<file path="config.mk">
export PLATFORM = sky130hd
export DESIGN_NAME = mdio_cmd_engine
export DESIGN_NICKNAME = d
export VERILOG_FILES = /design/src/rtl/mdio_eng_pkg.sv /design/src/rtl/mdio_clk_div.sv /design/src/rtl/mdio_frame_seq.sv /design/src/rtl/mdio_cmd_regs.sv /design/src/rtl/mdio_cmd_engine.sv
export SDC_FILE = /design/constraint.sdc
export NUM_CORES = 1
export LEC_CHECK = 0
export ABC_AREA = 1
export ABC_CLOCK_PERIOD_IN_PS = 1300
export BUFFER_PORTS_ARGS = -buffer_cell sky130_fd_sc_hd__buf_2
export CORE_ASPECT_RATIO = 2
export CORE_UTILIZATION = 50
export CTS_CLUSTER_SIZE = 30
export DETAILED_ROUTE_END_ITERATION = 12
export GPL_TIMING_DRIVEN = 0
export PLACE_DENSITY = 0.75
export REMOVE_ABC_BUFFERS = 1
export SLEW_MARGIN = 10
export SYNTH_ARGS = -nofsm -noshare
export SYNTH_HDL_FRONTEND = slang
export SYNTH_SLANG_ARGS = --single-unit
export TNS_END_PERCENT = 1
</file>
<file path="constraint.sdc">
create_clock -name clk -period 1.3 [get_ports clk]
set_input_delay 0.13 -clock clk [delete_from_list [all_inputs] [get_ports clk]]
set_output_delay 0.13 -clock clk [all_outputs]
set_load 0.05 [all_outputs]
</file>
<file path="src/rtl/mdio_eng_pkg.sv">
package mdio_eng_pkg;

  localparam int unsigned WORD_W     = 32;
  localparam int unsigned DATA_W     = 16;
  localparam int unsigned ADDR_W     = 5;
  localparam int unsigned PRE_BITS   = 32;
  localparam int unsigned HDR_BITS   = 32;
  localparam int unsigned FRAME_BITS = PRE_BITS + HDR_BITS;
  localparam int unsigned IDX_W      = $clog2(FRAME_BITS);
  localparam int unsigned TA_POS     = PRE_BITS + 14;
  localparam int unsigned DAT_POS    = PRE_BITS + 16;

  localparam int unsigned BUSY_B  = 31;
  localparam int unsigned EN_B    = 30;
  localparam int unsigned RD_B    = 27;
  localparam int unsigned PHY_LSB = 21;
  localparam int unsigned REG_LSB = 16;

  typedef struct packed {
    logic              en;
    logic              rd;
    logic [ADDR_W-1:0] phy;
    logic [ADDR_W-1:0] regad;
    logic [DATA_W-1:0] data;
  } cmd_t;

  function automatic cmd_t cmd_unpack(input logic [WORD_W-1:0] w);
    cmd_t c;
    c.en    = w[EN_B];
    c.rd    = w[RD_B];
    c.phy   = w[PHY_LSB +: ADDR_W];
    c.regad = w[REG_LSB +: ADDR_W];
    c.data  = w[DATA_W-1:0];
    return c;
  endfunction

  function automatic logic [WORD_W-1:0] status_pack(input logic busy, input cmd_t c);
    logic [WORD_W-1:0] w;
    w                    = '0;
    w[BUSY_B]            = busy;
    w[EN_B]              = c.en;
    w[RD_B]              = c.rd;
    w[PHY_LSB +: ADDR_W] = c.phy;
    w[REG_LSB +: ADDR_W] = c.regad;
    w[DATA_W-1:0]        = c.data;
    return w;
  endfunction

  // Header after the preamble: start, opcode, addresses, turnaround, data.
  function automatic logic [HDR_BITS-1:0] header_word(input cmd_t c);
    logic [1:0] op;
    logic [1:0] ta;
    logic [DATA_W-1:0] d;
    op = c.rd ? 2'b10 : 2'b01;
    ta = c.rd ? 2'b11 : 2'b10;
    d  = c.rd ? '0 : c.data;
    return {2'b01, op, c.phy, c.regad, ta, d};
  endfunction

endpackage

</file>
<file path="src/rtl/mdio_clk_div.sv">
module mdio_clk_div #(
  parameter int unsigned DIV_HALF = 4
) (
  input  logic clk,
  input  logic rst_n,
  input  logic run,
  output logic mdc,
  output logic rise_evt,
  output logic fall_evt
);

  localparam int unsigned CW = (DIV_HALF > 1) ? $clog2(DIV_HALF) : 1;
  localparam logic [CW-1:0] CNT_LAST = CW'(DIV_HALF - 1);

  logic [CW-1:0] cnt_q, cnt_d;
  logic          mdc_q, mdc_d;
  logic          term;

  assign term = run && (cnt_q == CNT_LAST);

  always_comb begin
    cnt_d = cnt_q;
    mdc_d = mdc_q;
    if (!run) begin
      cnt_d = '0;
      mdc_d = 1'b0;
    end else if (term) begin
      cnt_d = '0;
      mdc_d = ~mdc_q;
    end else begin
      cnt_d = cnt_q + CW'(1);
    end
  end

  always_ff @(posedge clk or negedge rst_n) begin
    if (!rst_n) begin
      cnt_q <= '0;
      mdc_q <= 1'b0;
    end else begin
      cnt_q <= cnt_d;
      mdc_q <= mdc_d;
    end
  end

  assign mdc      = mdc_q;
  assign rise_evt = term && !mdc_q;
  assign fall_evt = term && mdc_q;

endmodule

</file>
<file path="src/rtl/mdio_frame_seq.sv">
module mdio_frame_seq
  import mdio_eng_pkg::*;
(
  input  logic              clk,
  input  logic              rst_n,
  input  logic              start,
  input  cmd_t              cmd,
  input  logic              rise_evt,
  input  logic              fall_evt,
  input  logic              mdio_i,
  output logic              busy,
  output logic              done,
  output logic [DATA_W-1:0] rd_data,
  output logic              mdio_o,
  output logic              mdio_oe
);

  localparam logic [IDX_W-1:0] IDX_LAST = IDX_W'(FRAME_BITS - 1);
  localparam logic [IDX_W-1:0] IDX_HDR  = IDX_W'(PRE_BITS);
  localparam logic [IDX_W-1:0] IDX_TA   = IDX_W'(TA_POS);
  localparam logic [IDX_W-1:0] IDX_DAT  = IDX_W'(DAT_POS);

  logic                busy_q, busy_d;
  logic                rd_q, rd_d;
  logic [IDX_W-1:0]    idx_q, idx_d;
  logic [HDR_BITS-1:0] sr_q, sr_d;
  logic [DATA_W-1:0]   cap_q, cap_d;
  logic                in_hdr, in_dat, in_rel;

  assign in_hdr = idx_q >= IDX_HDR;
  assign in_dat = idx_q >= IDX_DAT;
  assign in_rel = idx_q >= IDX_TA;
  assign done   = busy_q && fall_evt && (idx_q == IDX_LAST);

  always_comb begin
    busy_d = busy_q;
    rd_d   = rd_q;
    idx_d  = idx_q;
    sr_d   = sr_q;
    cap_d  = cap_q;
    if (start) begin
      busy_d = 1'b1;
      rd_d   = cmd.rd;
      idx_d  = '0;
      sr_d   = header_word(cmd);
    end else if (busy_q) begin
      if (rise_evt && rd_q && in_dat) begin
        cap_d = {cap_q[DATA_W-2:0], mdio_i};
      end
      if (fall_evt) begin
        if (idx_q == IDX_LAST) begin
          busy_d = 1'b0;
        end else begin
          idx_d = idx_q + IDX_W'(1);
        end
        if (in_hdr) begin
          sr_d = {sr_q[HDR_BITS-2:0], 1'b0};
        end
      end
    end
  end

  always_ff @(posedge clk or negedge rst_n) begin
    if (!rst_n) begin
      busy_q <= 1'b0;
      rd_q   <= 1'b0;
      idx_q  <= '0;
      sr_q   <= '0;
      cap_q  <= '0;
    end else begin
      busy_q <= busy_d;
      rd_q   <= rd_d;
      idx_q  <= idx_d;
      sr_q   <= sr_d;
      cap_q  <= cap_d;
    end
  end

  assign busy    = busy_q;
  assign rd_data = cap_q;
  assign mdio_o  = (busy_q && in_hdr) ? sr_q[HDR_BITS-1] : 1'b1;
  assign mdio_oe = busy_q && !(rd_q && in_rel);

endmodule

</file>
<file path="src/rtl/mdio_cmd_regs.sv">
module mdio_cmd_regs
  import mdio_eng_pkg::*;
(
  input  logic              clk,
  input  logic              rst_n,
  input  logic              wr,
  input  logic [WORD_W-1:0] wdata,
  input  logic              busy,
  input  logic              done,
  input  logic [DATA_W-1:0] rd_data,
  output logic              start,
  output cmd_t              cmd,
  output logic [WORD_W-1:0] rdata
);

  cmd_t cmd_q, cmd_d;
  logic accept;
  logic unused_wbits;

  assign unused_wbits = ^{wdata[29:28], wdata[26]};
  assign accept       = wr && !busy;
  assign start        = accept && wdata[BUSY_B] && wdata[EN_B];

  always_comb begin
    cmd_d = cmd_q;
    if (accept) begin
      cmd_d = cmd_unpack(wdata);
    end else if (done && cmd_q.rd) begin
      cmd_d.data = rd_data;
    end
  end

  always_ff @(posedge clk or negedge rst_n) begin
    if (!rst_n) begin
      cmd_q <= '0;
    end else begin
      cmd_q <= cmd_d;
    end
  end

  // The frame shifter loads from the incoming word on the start cycle.
  assign cmd   = cmd_unpack(wdata);
  assign rdata = status_pack(busy, cmd_q);

endmodule

</file>
<file path="src/rtl/mdio_cmd_engine.sv">
module mdio_cmd_engine
  import mdio_eng_pkg::*;
#(
  parameter int unsigned DIV_HALF = 4
) (
  input  logic        clk,
  input  logic        rst_n,
  input  logic        reg_wr,
  input  logic [31:0] reg_wdata,
  output logic [31:0] reg_rdata,
  output logic        mdc,
  output logic        mdio_o,
  output logic        mdio_oe,
  input  logic        mdio_i
);

  logic              start;
  cmd_t              cmd;
  logic              busy;
  logic              done;
  logic              rise_evt;
  logic              fall_evt;
  logic [DATA_W-1:0] rd_data;

  mdio_cmd_regs u_regs (
    .clk     (clk),
    .rst_n   (rst_n),
    .wr      (reg_wr),
    .wdata   (reg_wdata),
    .busy    (busy),
    .done    (done),
    .rd_data (rd_data),
    .start   (start),
    .cmd     (cmd),
    .rdata   (reg_rdata)
  );

  mdio_clk_div #(.DIV_HALF(DIV_HALF)) u_div (
    .clk      (clk),
    .rst_n    (rst_n),
    .run      (busy),
    .mdc      (mdc),
    .rise_evt (rise_evt),
    .fall_evt (fall_evt)
  );

  mdio_frame_seq u_seq (
    .clk      (clk),
    .rst_n    (rst_n),
    .start    (start),
    .cmd      (cmd),
    .rise_evt (rise_evt),
    .fall_evt (fall_evt),
    .mdio_i   (mdio_i),
    .busy     (busy),
    .done     (done),
    .rd_data  (rd_data),
    .mdio_o   (mdio_o),
    .mdio_oe  (mdio_oe)
  );

endmodule

</file>
==> results.sh, run 1 <==
export IMPL_detail_route_drc_violations=0
export IMPL_cp_max_fo=3
export IMPL_initial_utilization_pct=51.14
export IMPL_final_nets=621
export IMPL_drt_total_wl_um=10510
export IMPL_drt_iter0_markers=273
export IMPL_final_period_utilization_pct=114.0
export IMPL_synth_sequential_area_ratio_pct=53.99
export IMPL_postLayoutCoreUtil_pct=65.74
export IMPL_die_x_um=65.50
export IMPL_globalRouteMet2Util_pct=47.36
export IMPL_critPathKind="flop to primary output"
export IMPL_synth_compound_area_share_pct=5.275
export IMPL_cp_slowest_cell="sky130_fd_sc_hd__dfrtp_1"
export IMPL_num_rows=46
export IMPL_fin_skew_ps=9.950
export IMPL_yosysUniqueCellTypes=28
export IMPL_core_area_um2=7885
export IMPL_critical_path_top_delay_family="flip-flops"
export IMPL_critical_path_endpoint_type="primary output"
export IMPL_final_fill_count=633
export IMPL_synth_top_cells_by_count="sky130_fd_sc_hd__nand2_1, sky130_fd_sc_hd__dfrtp_1, sky130_fd_sc_hd__nand3_1"
export IMPL_vias_per_cell=5.281
export IMPL_grt_overflow_total=0
export IMPL_cts_buffers=9
export IMPL_die_area_um2=8450
export IMPL_synth_edf_count=0
export IMPL_worst_ep_arrival_time_ps=1350
export IMPL_grt_start_max_net_pins=66
export IMPL_fin_total_pwr_mw=5.745
export IMPL_grt_pass1_vias=3566
export IMPL_netlist_area_um2=4033
export IMPL_dr_total_vias=3607
export IMPL_synth_top_family_by_area="simple AND/OR/NAND/NOR gates"
export IMPL_clock_sinks=87
export IMPL_drive_above_1_share_pct=27.43
export IMPL_whs_ps=3.316
export IMPL_grt_usage_pct=26.19
export IMPL_yosysMostFrequentCell="sky130_fd_sc_hd__nand2_1"
export IMPL_tritoncts_clock_tree="done"
export IMPL_final_setup_viol_count=73
export IMPL_grt_setup_unrepaired="true"
export IMPL_post_synthesis_mean_instance_area_um2=8.081
export IMPL_crit_required_ps=1170
export IMPL_diodes=0
export IMPL_tns_ps=-6879
export IMPL_muxShareOfSynthArea_pct=0.2482
export IMPL_area_added_between_synthesis_and_finish_pct=28.54
export IMPL_max_cap_violations=0
export IMPL_finalMaxSlewViolations=0
export IMPL_num_io_pins=71
export IMPL_power_ir_vdd_worst_uv=825.1
export IMPL_p_leak_nw=2.559
export IMPL_h_tree_depth=3
export IMPL_postLayoutSetupSlackWorst_ps=-181.6
export IMPL_globalRoute_busiestLayer="met2"
export IMPL_worstSetupStartpointType="flop"
export IMPL_route_detailed_wl_per_inst_um=15.39
export IMPL_maxClockFrequency_mhz=674.9
export IMPL_share_of_flip_flops_with_an_asynchronous_set_or_reset_after_synthesis_pct=100.0
export IMPL_power_density_nw_per_um2=1108
export IMPL_route_antenna_remaining_nets=0
export IMPL_final_replace_weighted_congestion=0.8645
export IMPL_synth_xor_area_share_pct=0.2172
export IMPL_cp_cell_sequence="nand2_2 -> o21ai_1 -> a21oi_1 -> buf_4"
export IMPL_synth_flop_cell="sky130_fd_sc_hd__dfrtp_1"
export IMPL_tightest_hold_check_type="input port to flop"
export IMPL_postSynthCellCount=499
export IMPL_insertion_delay_ps=350
export IMPL_clock_root_cell="sky130_fd_sc_hd__clkbuf_16"
export IMPL_finalHoldViolations=0
export IMPL_leading_post_synthesis_cells_by_cell_area="sky130_fd_sc_hd__dfrtp_1, sky130_fd_sc_hd__nand2_1, sky130_fd_sc_hd__nand3_1"
export IMPL_area_share_of_and_or_nand_nor_cells_after_synthesis_pct=31.52
export IMPL_die_height_um=129.0
export IMPL_detail_route_first_pass_iterations=4
export IMPL_synth_yosys_warnings=0
export IMPL_met1_usage_pct=29.07
export IMPL_cp_slowest_stage_delay_ps=440
export IMPL_synth_seq_cells=87
export IMPL_pre_cts_ws_ps=-1309
export IMPL_port_buffers=64
export IMPL_run_status="complete, but fails checks"
export IMPL_clock_tree_buffer_depth=2
export IMPL_dp_hpwl_um=5908
export IMPL_yosys_area_top_type="sky130_fd_sc_hd__dfrtp_1"
export IMPL_use_met3_pct=4.167
export IMPL_synth_top_cell_area_share_pct=53.99
export IMPL_failed_checks="negative setup slack"
export IMPL_final_period_minus_worst_setup_slack_ps=1482
export IMPL_grt_antenna_before_repair=0
export IMPL_cp_num_buf_inv=1
export IMPL_synthAdderAreaFrac_pct=0.9308
export IMPL_grt_pass1_wl_um=16560
export IMPL_clk_pin_slew_ps=60
-- cell families (layout without fill, tap and decap cells) --
family                     count (synthesis)  after routing
adders and majority gates                  3              3
buffers and inverters                     65            146
and+or+nand+nor                          300            305
xor gates and xnor gates                   1              1
DFF                                       87             87
muxes                                      1              1
AOI/OAI and AO/OA                         41             41
other                                      1              3
-- cells in the final DEF, fill, tap and decap left out, types with 3 or more instances in the layout --
cell type	instances
sky130_fd_sc_hd__inv_1	33
sky130_fd_sc_hd__clkbuf_16	9
sky130_fd_sc_hd__nand4_1	3
sky130_fd_sc_hd__buf_4	20
sky130_fd_sc_hd__o21ai_1	8
sky130_fd_sc_hd__buf_12	3
sky130_fd_sc_hd__nor2_1	11
sky130_fd_sc_hd__nand2_1	216
sky130_fd_sc_hd__conb_1	3
sky130_fd_sc_hd__nand3_4	6
sky130_fd_sc_hd__nand2_2	7
sky130_fd_sc_hd__nor2_4	8
sky130_fd_sc_hd__buf_6	4
sky130_fd_sc_hd__buf_2	59
sky130_fd_sc_hd__nand3_1	33
sky130_fd_sc_hd__clkinv_2	3
sky130_fd_sc_hd__nand3_2	14
sky130_fd_sc_hd__dfrtp_1	83
sky130_fd_sc_hd__o21ai_0	25
sky130_fd_sc_hd__a21oi_1	4
sky130_fd_sc_hd__dfrtp_2	4
-- state kept, by name, indices dropped and copies added (netlist names) --
signal / cells
u_seq.rd_q: 1
u_seq.busy: 1
u_seq.sr_q: 32
u_seq.rd_data: 16
u_div.mdc: 1
u_regs.rdata: 28
u_div.cnt_q: 2
u_seq.idx_q: 6
-- tightest hold or removal path, stage by stage --
cell                      delay (ps)
sky130_fd_sc_hd__buf_2            90
sky130_fd_sc_hd__nand2_1          50
sky130_fd_sc_hd__nand2_1          50
-- metal layers --
layer	vias up	wire (um)
li1	1719	-
met1	1747	3875
met2	116	5830
met3	25	470
met4	0	334
met5	-	0
-- cell type report --
type	instances	area [um2]	share of cell area, %
multi-input cells	354	1800	34.73
inverters	40	185.2	3.572
clock inverters	5	32.53	0.6276
repair buffers	90	610.6	11.78
well taps	96	120.1	2.317
flip-flops and latches	87	2182	42.10
clock buffers	11	252.7	4.876
-- power breakdown --
| part | leakage (nW) | total, mW | internal, mW | switching, mW |
|---|---|---|---|---|
| logic | 1.44 | 0.476 | 0.119 | 0.356 |
| registers | 0.975 | 2.81 | 2.77 | 0.0405 |
| clock network | 0.145 | 2.46 | 1.40 | 1.07 |
| total | 2.56 | 5.75 | 4.28 | 1.46 |
-- stage by stage --
stage | area (um2) | instances
3_3_place_gp | 4319 | 636
3_5_place_dp | 4349 | 637
5_1_grt | 5184 | 683
2_1_floorplan | 3879 | 476
6_report | 5184 | 683
4_1_cts | 4966 | 674
-- repair_timing --
item                                   CTS  global route
resized for setup                       37            36
pin swaps                               19            21
cloned                                   4             1
setup buffers                           16             8
hold buffers                             1             0
setup endpoints to repair               87            88
endpoints found under the hold margin   22             0
-- final timing paths --
check,endpoint,slack (ps),cells past startpoint,from
worst max-delay path,mdio_oe,-180,4,u_seq.idx_q[1]
worst min-delay path,u_regs.rdata[16],3,3,reg_wdata[16]
worst max register to register,u_seq.idx_q[0],-160,6,u_seq.busy
worst min register to register,u_regs.rdata[24],470,2,u_regs.rdata[24]
max in group asynchronous,u_seq.idx_q[3],420,3,rst_n
min in group asynchronous,u_regs.rdata[22],230,2,rst_n
Power figures use the tool's default switching activity.
==> inputs of run 2 (changes only) <==
--- a/config.mk
+++ b/config.mk
@@ -7,3 +7,3 @@
 export LEC_CHECK = 0
-export ABC_AREA = 1
+export ABC_AREA = 0
 export ABC_CLOCK_PERIOD_IN_PS = 1300
@@ -15,3 +15,3 @@
 export GPL_TIMING_DRIVEN = 0
-export PLACE_DENSITY = 0.75
+export PLACE_DENSITY = 0.76
 export REMOVE_ABC_BUFFERS = 1
==> constraint.sdc (replaced) <==
create_clock -name clk -period 1.3 [get_ports clk]
set_input_delay 0 -clock clk [delete_from_list [all_inputs] [get_ports clk]]
set_output_delay 0 -clock clk [all_outputs]
set_load 0.05 [all_outputs]
==> results.sh, run 2 <==
export IMPL_run_status="complete, but fails checks"
export IMPL_failed_checks="negative setup slack"
export IMPL_clk_pin_slew_ps=60
export IMPL_clock_sinks=87
export IMPL_cp_slowest_cell="sky130_fd_sc_hd__dfrtp_1"
export IMPL_layoutNonFillerInstCount=524
export IMPL_fin_skew_ps=4.425
export IMPL_max_ffs_per_register=32
export IMPL_final_period_minus_worst_setup_slack_ps=1563
export IMPL_power_ir_vdd_worst_uv=1972
export IMPL_port_buffers=64
export IMPL_postLayoutSetupSlackWorst_ps=-263.3
export IMPL_critical_path_endpoint_type="flop"
export IMPL_largest_register_by_flop_count="u_seq.sr_q"
export IMPL_dp_hpwl_um=5356
export IMPL_synth_yosys_warnings=0
export IMPL_synth_top_family_by_area="compound AO/OA/AOI/OAI gates"
export IMPL_grt_start_max_net_pins=50
export IMPL_max_cap_violations=0
export IMPL_synth_compound_area_share_pct=15.40
export IMPL_share_of_flip_flops_with_an_asynchronous_set_or_reset_after_synthesis_pct=100.0
export IMPL_worstSetupStartpointType="flop"
export IMPL_core_area_um2=7545
export IMPL_leading_post_synthesis_cells_by_cell_area="sky130_fd_sc_hd__dfrtp_1, sky130_fd_sc_hd__mux2_2, sky130_fd_sc_hd__mux2_4"
export IMPL_cp_max_fo=7
export IMPL_muxShareOfSynthArea_pct=9.836
export IMPL_final_period_utilization_pct=120.3
export IMPL_grt_pass1_vias=3303
export IMPL_fin_total_pwr_mw=10.22
export IMPL_die_area_um2=8163
export IMPL_dpl_cell_area_um2=4200
export IMPL_finalHoldViolations=0
export IMPL_leading_cell_types_in_the_layout_fill_and_taps_excluded="sky130_fd_sc_hd__dfrtp_1, sky130_fd_sc_hd__buf_2, sky130_fd_sc_hd__nand2_1, sky130_fd_sc_hd__dlygate4sd3_1, sky130_fd_sc_hd__buf_4"
export IMPL_final_nets=464
export IMPL_finalMaxSlewViolations=0
export IMPL_critPathKind="flop to flop"
export IMPL_slew_headroom_pct=66.43
export IMPL_num_io_pins=71
export IMPL_p_leak_nw=2.441
export IMPL_drt_total_wl_um=10320
export IMPL_area_share_of_and_or_nand_nor_cells_after_synthesis_pct=12.86
export IMPL_drive_above_1_share_pct=41.40
export IMPL_synthAdderAreaFrac_pct=0.9643
export IMPL_cp_cell_sequence="ha_4 -> and4_4 -> a21o_1 -> mux2_2"
export IMPL_stdcell_area_um2=5366
export IMPL_grt_pass1_wl_um=16520
export IMPL_diodes=0
export IMPL_grt_setup_unrepaired="true"
export IMPL_post_place_cells=448
export IMPL_postSynthCellCount=311
export IMPL_num_rows=45
export IMPL_die_height_um=126.8
export IMPL_crit_required_ps=1540
export IMPL_synth_top_cell_area_share_pct=55.93
export IMPL_clock_tree_buffer_depth=2
export IMPL_grt_usage_pct=27.32
export IMPL_grt_antenna_before_repair=0
export IMPL_vias_per_cell=5.899
export IMPL_initial_utilization_pct=51.59
export IMPL_layout_commonest_cell="sky130_fd_sc_hd__dfrtp_1"
export IMPL_area_added_between_synthesis_and_finish_pct=37.87
export IMPL_detail_route_drc_violations=0
export IMPL_synth_flop_cell="sky130_fd_sc_hd__dfrtp_1"
export IMPL_yosys_area_top_type="sky130_fd_sc_hd__dfrtp_1"
export IMPL_netlist_area_um2=3892
export IMPL_insertion_delay_ps=350
export IMPL_tightestPinTransition_ps=503.5
export IMPL_yosysMostFrequentCell="sky130_fd_sc_hd__dfrtp_1"
export IMPL_synth_edf_count=0
export IMPL_route_antenna_remaining_nets=0
export IMPL_grt_overflow_total=0
export IMPL_cp_slowest_stage_delay_ps=420
export IMPL_cts_buffers=9
export IMPL_drt_iter0_markers=248
export IMPL_synth_xor_area_share_pct=0.2250
export IMPL_die_x_um=64.39
export IMPL_tightest_hold_check_type="input port to flop"
export IMPL_h_tree_depth=3
export IMPL_synth_sequential_area_ratio_pct=55.93
export IMPL_post_synthesis_mean_instance_area_um2=12.52
export IMPL_yosysUniqueCellTypes=49
export IMPL_synth_top_cells_by_count="sky130_fd_sc_hd__dfrtp_1, sky130_fd_sc_hd__nand2_1, sky130_fd_sc_hd__mux2_2, sky130_fd_sc_hd__nand2b_1, sky130_fd_sc_hd__nand3_1"
export IMPL_worst_ep_arrival_time_ps=1800
export IMPL_tritoncts_clock_tree="done"
export IMPL_final_setup_viol_count=86
export IMPL_final_replace_weighted_congestion=0.7456
export IMPL_maxClockFrequency_mhz=639.7
export IMPL_route_detailed_wl_per_inst_um=19.69
export IMPL_dr_total_vias=3091
export IMPL_clock_root_cell="sky130_fd_sc_hd__clkbuf_16"
export IMPL_detail_route_first_pass_iterations=5
export IMPL_synth_seq_cells=87
export IMPL_power_density_nw_per_um2=1904
[run 2: cell types whose count changed in the layout (fill, tap and decap cells not counted), sizes merged, moves of 16 or more]
cell | previous run | this run
nand2 | 226 | 35
nand3 | 53 | 15
inv | 38 | 4
o21ai | 34 | 1
mux2 | 0 | 28
dlygate4sd3 | 1 | 28
nand2b | 0 | 18
nor2 | 21 | 4
o221a | 0 | 16
[run 2: area by class of cell]
class | count | area, um2
well taps | 94 | 117.6
inverters | 4 | 15.01
fillers | 523 | 2178
clock buffers | 10 | 229.0
multi-input cells | 204 | 1792
flip-flops and latches | 87 | 2183
clock inverters | 6 | 132.6
repair buffers | 119 | 897.1
[run 2: through the flow]
stage / setup TNS, ps / hold slack (ps) / util, % / setup slack (ps)
floorplan: -64700 / -295.6 / - / -1118
global placement: -115480 / 245.4 / 55.27 / -1432
detailed placement: -76270 / 9.105 / 55.67 / -1501
CTS: -12340 / 29.22 / 69.72 / -244.2
global route: -17320 / 42.94 / 71.13 / -326.3
finish: -13250 / 34.93 / 71.13 / -263.3
[run 2: kinds of logic after synthesis]
kind of cell	after synthesis
xor gates and xnor gates	1
other	1
muxes	31
and+or+nand+nor	91
buffers and inverters	28
DFF	87
adders and majority gates	3
AOI/OAI and AO/OA	69
[run 2: power by group]
| group | switching [mW] | internal (mW) |
|---|---|---|
| Combinational | 2.19 | 1.10 |
| Clock | 1.06 | 2.07 |
| Sequential | 0.463 | 3.33 |
[run 2: worst paths after layout]
kind,cells after the start,start,endpoint,slack [ps]
setup / recovery,4,u_seq.idx_q[1],u_seq.idx_q[1],-260
hold / removal,2,reg_wdata[30],u_regs.rdata[30],30
setup reg to reg,4,u_seq.idx_q[1],u_seq.idx_q[1],-260
hold reg to reg,2,u_seq.sr_q[26],u_seq.sr_q[26],490
max in group asynchronous,3,rst_n,u_seq.idx_q[0],520
min in group asynchronous,2,rst_n,u_div.mdc,160
[run 2: layer usage]
metal / GRT usage (%) / part of all wire, %
met4: 19.08 / 5.1
met5: 0 / 0
met1: 29.70 / 36
met3: 4.766 / 3.7
met2: 46.87 / 55
[run 2: worst max-delay path: cells and delay by family (launching register included)]
kind                     cells  cell delay [ps]
adder cells (fa/ha/maj)      1              170
flip-flops                   1              420
multiplexers                 1              340
AND/OR/NAND/NOR              1              320
AO/OA/AOI/OAI                1              200
[run 2: what timing repair did]
item                                    in CTS  in global routing
pin swaps                                   38                 11
hold buffers                                28                  0
endpoints found under the setup margin      86                 86
hold endpoints to repair                    75                  0
buffers inserted                            24                  2
gates cloned                                 6                  0
gates resized for setup                     43                 17
==> inputs of run 3 (changes only) <==
- ABC_CLOCK_PERIOD_IN_PS: 1300 -> 1400
- clock period: 1.3 -> 1.4 ns (I/O delays scaled with it)
==> results.sh, run 3 (synthesized netlist as in run 2, its figures left out) <==
export IMPL_cp_slowest_stage_delay_ps=470
export IMPL_failed_checks="negative setup slack"
export IMPL_leading_cell_types_in_the_layout_fill_and_taps_excluded="sky130_fd_sc_hd__dfrtp_1, sky130_fd_sc_hd__buf_2, sky130_fd_sc_hd__nand2_1, sky130_fd_sc_hd__dlygate4sd3_1, sky130_fd_sc_hd__mux2_2"
export IMPL_postLayoutSetupSlackWorst_ps=-191.7
export IMPL_clock_sinks=87
export IMPL_finalMaxSlewViolations=0
export IMPL_max_cap_violations=0
export IMPL_footprint_of_the_multi_input_gates_um2=1714
export IMPL_crit_required_ps=1630
export IMPL_clock_tree_buffer_depth=2
export IMPL_num_rows=45
export IMPL_final_nets=462
export IMPL_clk_pin_slew_ps=60
export IMPL_critical_path_endpoint_type="flop"
export IMPL_power_ir_vdd_worst_uv=1538
export IMPL_critPathKind="flop to flop"
export IMPL_whs_ps=9.720
export IMPL_worstSetupStartpointType="flop"
export IMPL_fin_total_pwr_mw=9.442
export IMPL_p_leak_nw=2.423
export IMPL_dr_total_vias=3092
export IMPL_maxClockFrequency_mhz=628.3
export IMPL_port_buffers=64
export IMPL_tightest_hold_check_type="input port to flop"
export IMPL_final_fill_count=530
export IMPL_die_x_um=64.39
export IMPL_initial_utilization_pct=51.59
export IMPL_layoutNonFillerInstCount=522
export IMPL_worst_ep_arrival_time_ps=1820
export IMPL_core_area_um2=7545
export IMPL_insertion_delay_ps=340
export IMPL_fin_skew_ps=4.101
export IMPL_postLayoutCoreUtil_pct=69.87
export IMPL_area_added_between_synthesis_and_finish_pct=35.42
export IMPL_largest_register_by_flop_count="u_seq.sr_q"
export IMPL_drt_iter0_markers=238
export IMPL_regArea_um2=2183
export IMPL_run_status="complete, but fails checks"
export IMPL_grt_start_max_net_pins=50
export IMPL_max_ffs_per_register=32
export IMPL_drive_above_1_share_pct=39.49
export IMPL_clock_root_cell="sky130_fd_sc_hd__clkbuf_16"
export IMPL_vias_per_cell=5.923
export IMPL_grt_antenna_before_repair=0
export IMPL_drt_total_wl_um=10110
export IMPL_grt_setup_unrepaired="true"
export IMPL_finalHoldViolations=0
export IMPL_die_area_um2=8163
export IMPL_dp_hpwl_um=5356
export IMPL_final_period_utilization_pct=113.7
export IMPL_cp_slowest_cell="sky130_fd_sc_hd__dfrtp_1"
export IMPL_final_period_minus_worst_setup_slack_ps=1592
export IMPL_cp_max_fo=16
export IMPL_die_height_um=126.8
export IMPL_final_setup_viol_count=66
export IMPL_final_replace_weighted_congestion=0.7456
export IMPL_detail_route_drc_violations=0
export IMPL_detail_route_first_pass_iterations=4
export IMPL_route_antenna_remaining_nets=0
export IMPL_post_place_cells=448
export IMPL_grt_pass1_vias=3166
export IMPL_route_detailed_wl_per_inst_um=19.37
export IMPL_grt_overflow_total=0
export IMPL_cp_cell_sequence="nand4_2 -> nor3b_4 -> buf_12 -> mux2_2"
export IMPL_power_density_nw_per_um2=1791
export IMPL_tritoncts_clock_tree="done"
export IMPL_h_tree_depth=3
export IMPL_cts_buffers=9
export IMPL_diodes=0
export IMPL_num_io_pins=71
export IMPL_grt_pass1_wl_um=15870
export IMPL_grt_usage_pct=26.30
export IMPL_layout_commonest_cell="sky130_fd_sc_hd__dfrtp_1"
run 3: changes by cell type in the layout (fill, tap and decap cells not counted), sizes merged:
cell         delta
dlygate4sd3     -1
buf             -1
run 3: worst paths after layout:
path	end	depth (start not counted)	slack (ps)	from
setup / recovery	u_seq.rd_data[0]	4	-190	u_seq.rd_q
hold reg to reg	u_seq.sr_q[23]	2	500	u_seq.sr_q[22]
min in group asynchronous	u_div.cnt_q[0]	2	160	rst_n
hold / removal	u_seq.sr_q[15]	3	10	reg_wdata[15]
max in group asynchronous	u_regs.rdata[25]	3	620	rst_n
setup reg to reg	u_seq.rd_data[0]	4	-190	u_seq.rd_q
run 3: timing repair:
action,4_1_cts,5_1_grt
endpoints found under the setup margin,85,85
buffers inserted,18,7
hold endpoints to repair,74,0
hold buffers,27,0
gates cloned,6,0
pin swaps,24,13
resized for setup,33,14
run 3: worst max-delay path, delay by kind of cell, from the launching register on:
family	cells	cell delay, ps
DFF	1	470
and+or+nand+nor	2	450
buffers and inverters	1	190
muxes	1	350
run 3: routing by layer:
layer  routed length, um  vias up  track usage, %
met5                   0        -               0
met4                 520        0           18.69
met3                 437       38           5.126
met2                5511      117           44.58
met1                3642     1558           28.61
li1                    -     1379               -
run 3: layout make-up:
class	instances	area share, %
Inverter	4	0.2848
Tap cell	94	2.231
Timing Repair Buffer	117	16.69
Clock buffer	10	4.344
Sequential cell	87	41.42
Multi-Input combinational cell	204	32.52
Clock inverter	6	2.516
run 3: where the power goes:
part	internal (mW)	total, mW	switching [mW]
sequential	3.10	3.51	0.417
combinational	1.02	3.03	2.01
clock	1.92	2.90	0.978
run 3: per-stage QoR:
stage          cell area (um2)  TNS, ps  setup WS [ps]
2_1_floorplan             3732   -56300          -1018
3_3_place_gp              4170   -98380          -1332
3_5_place_dp              4200   -67870          -1401
4_1_cts                   5156    -6334         -162.0
5_1_grt                   5271   -10900         -239.2
6_report                  5271    -7346         -191.7
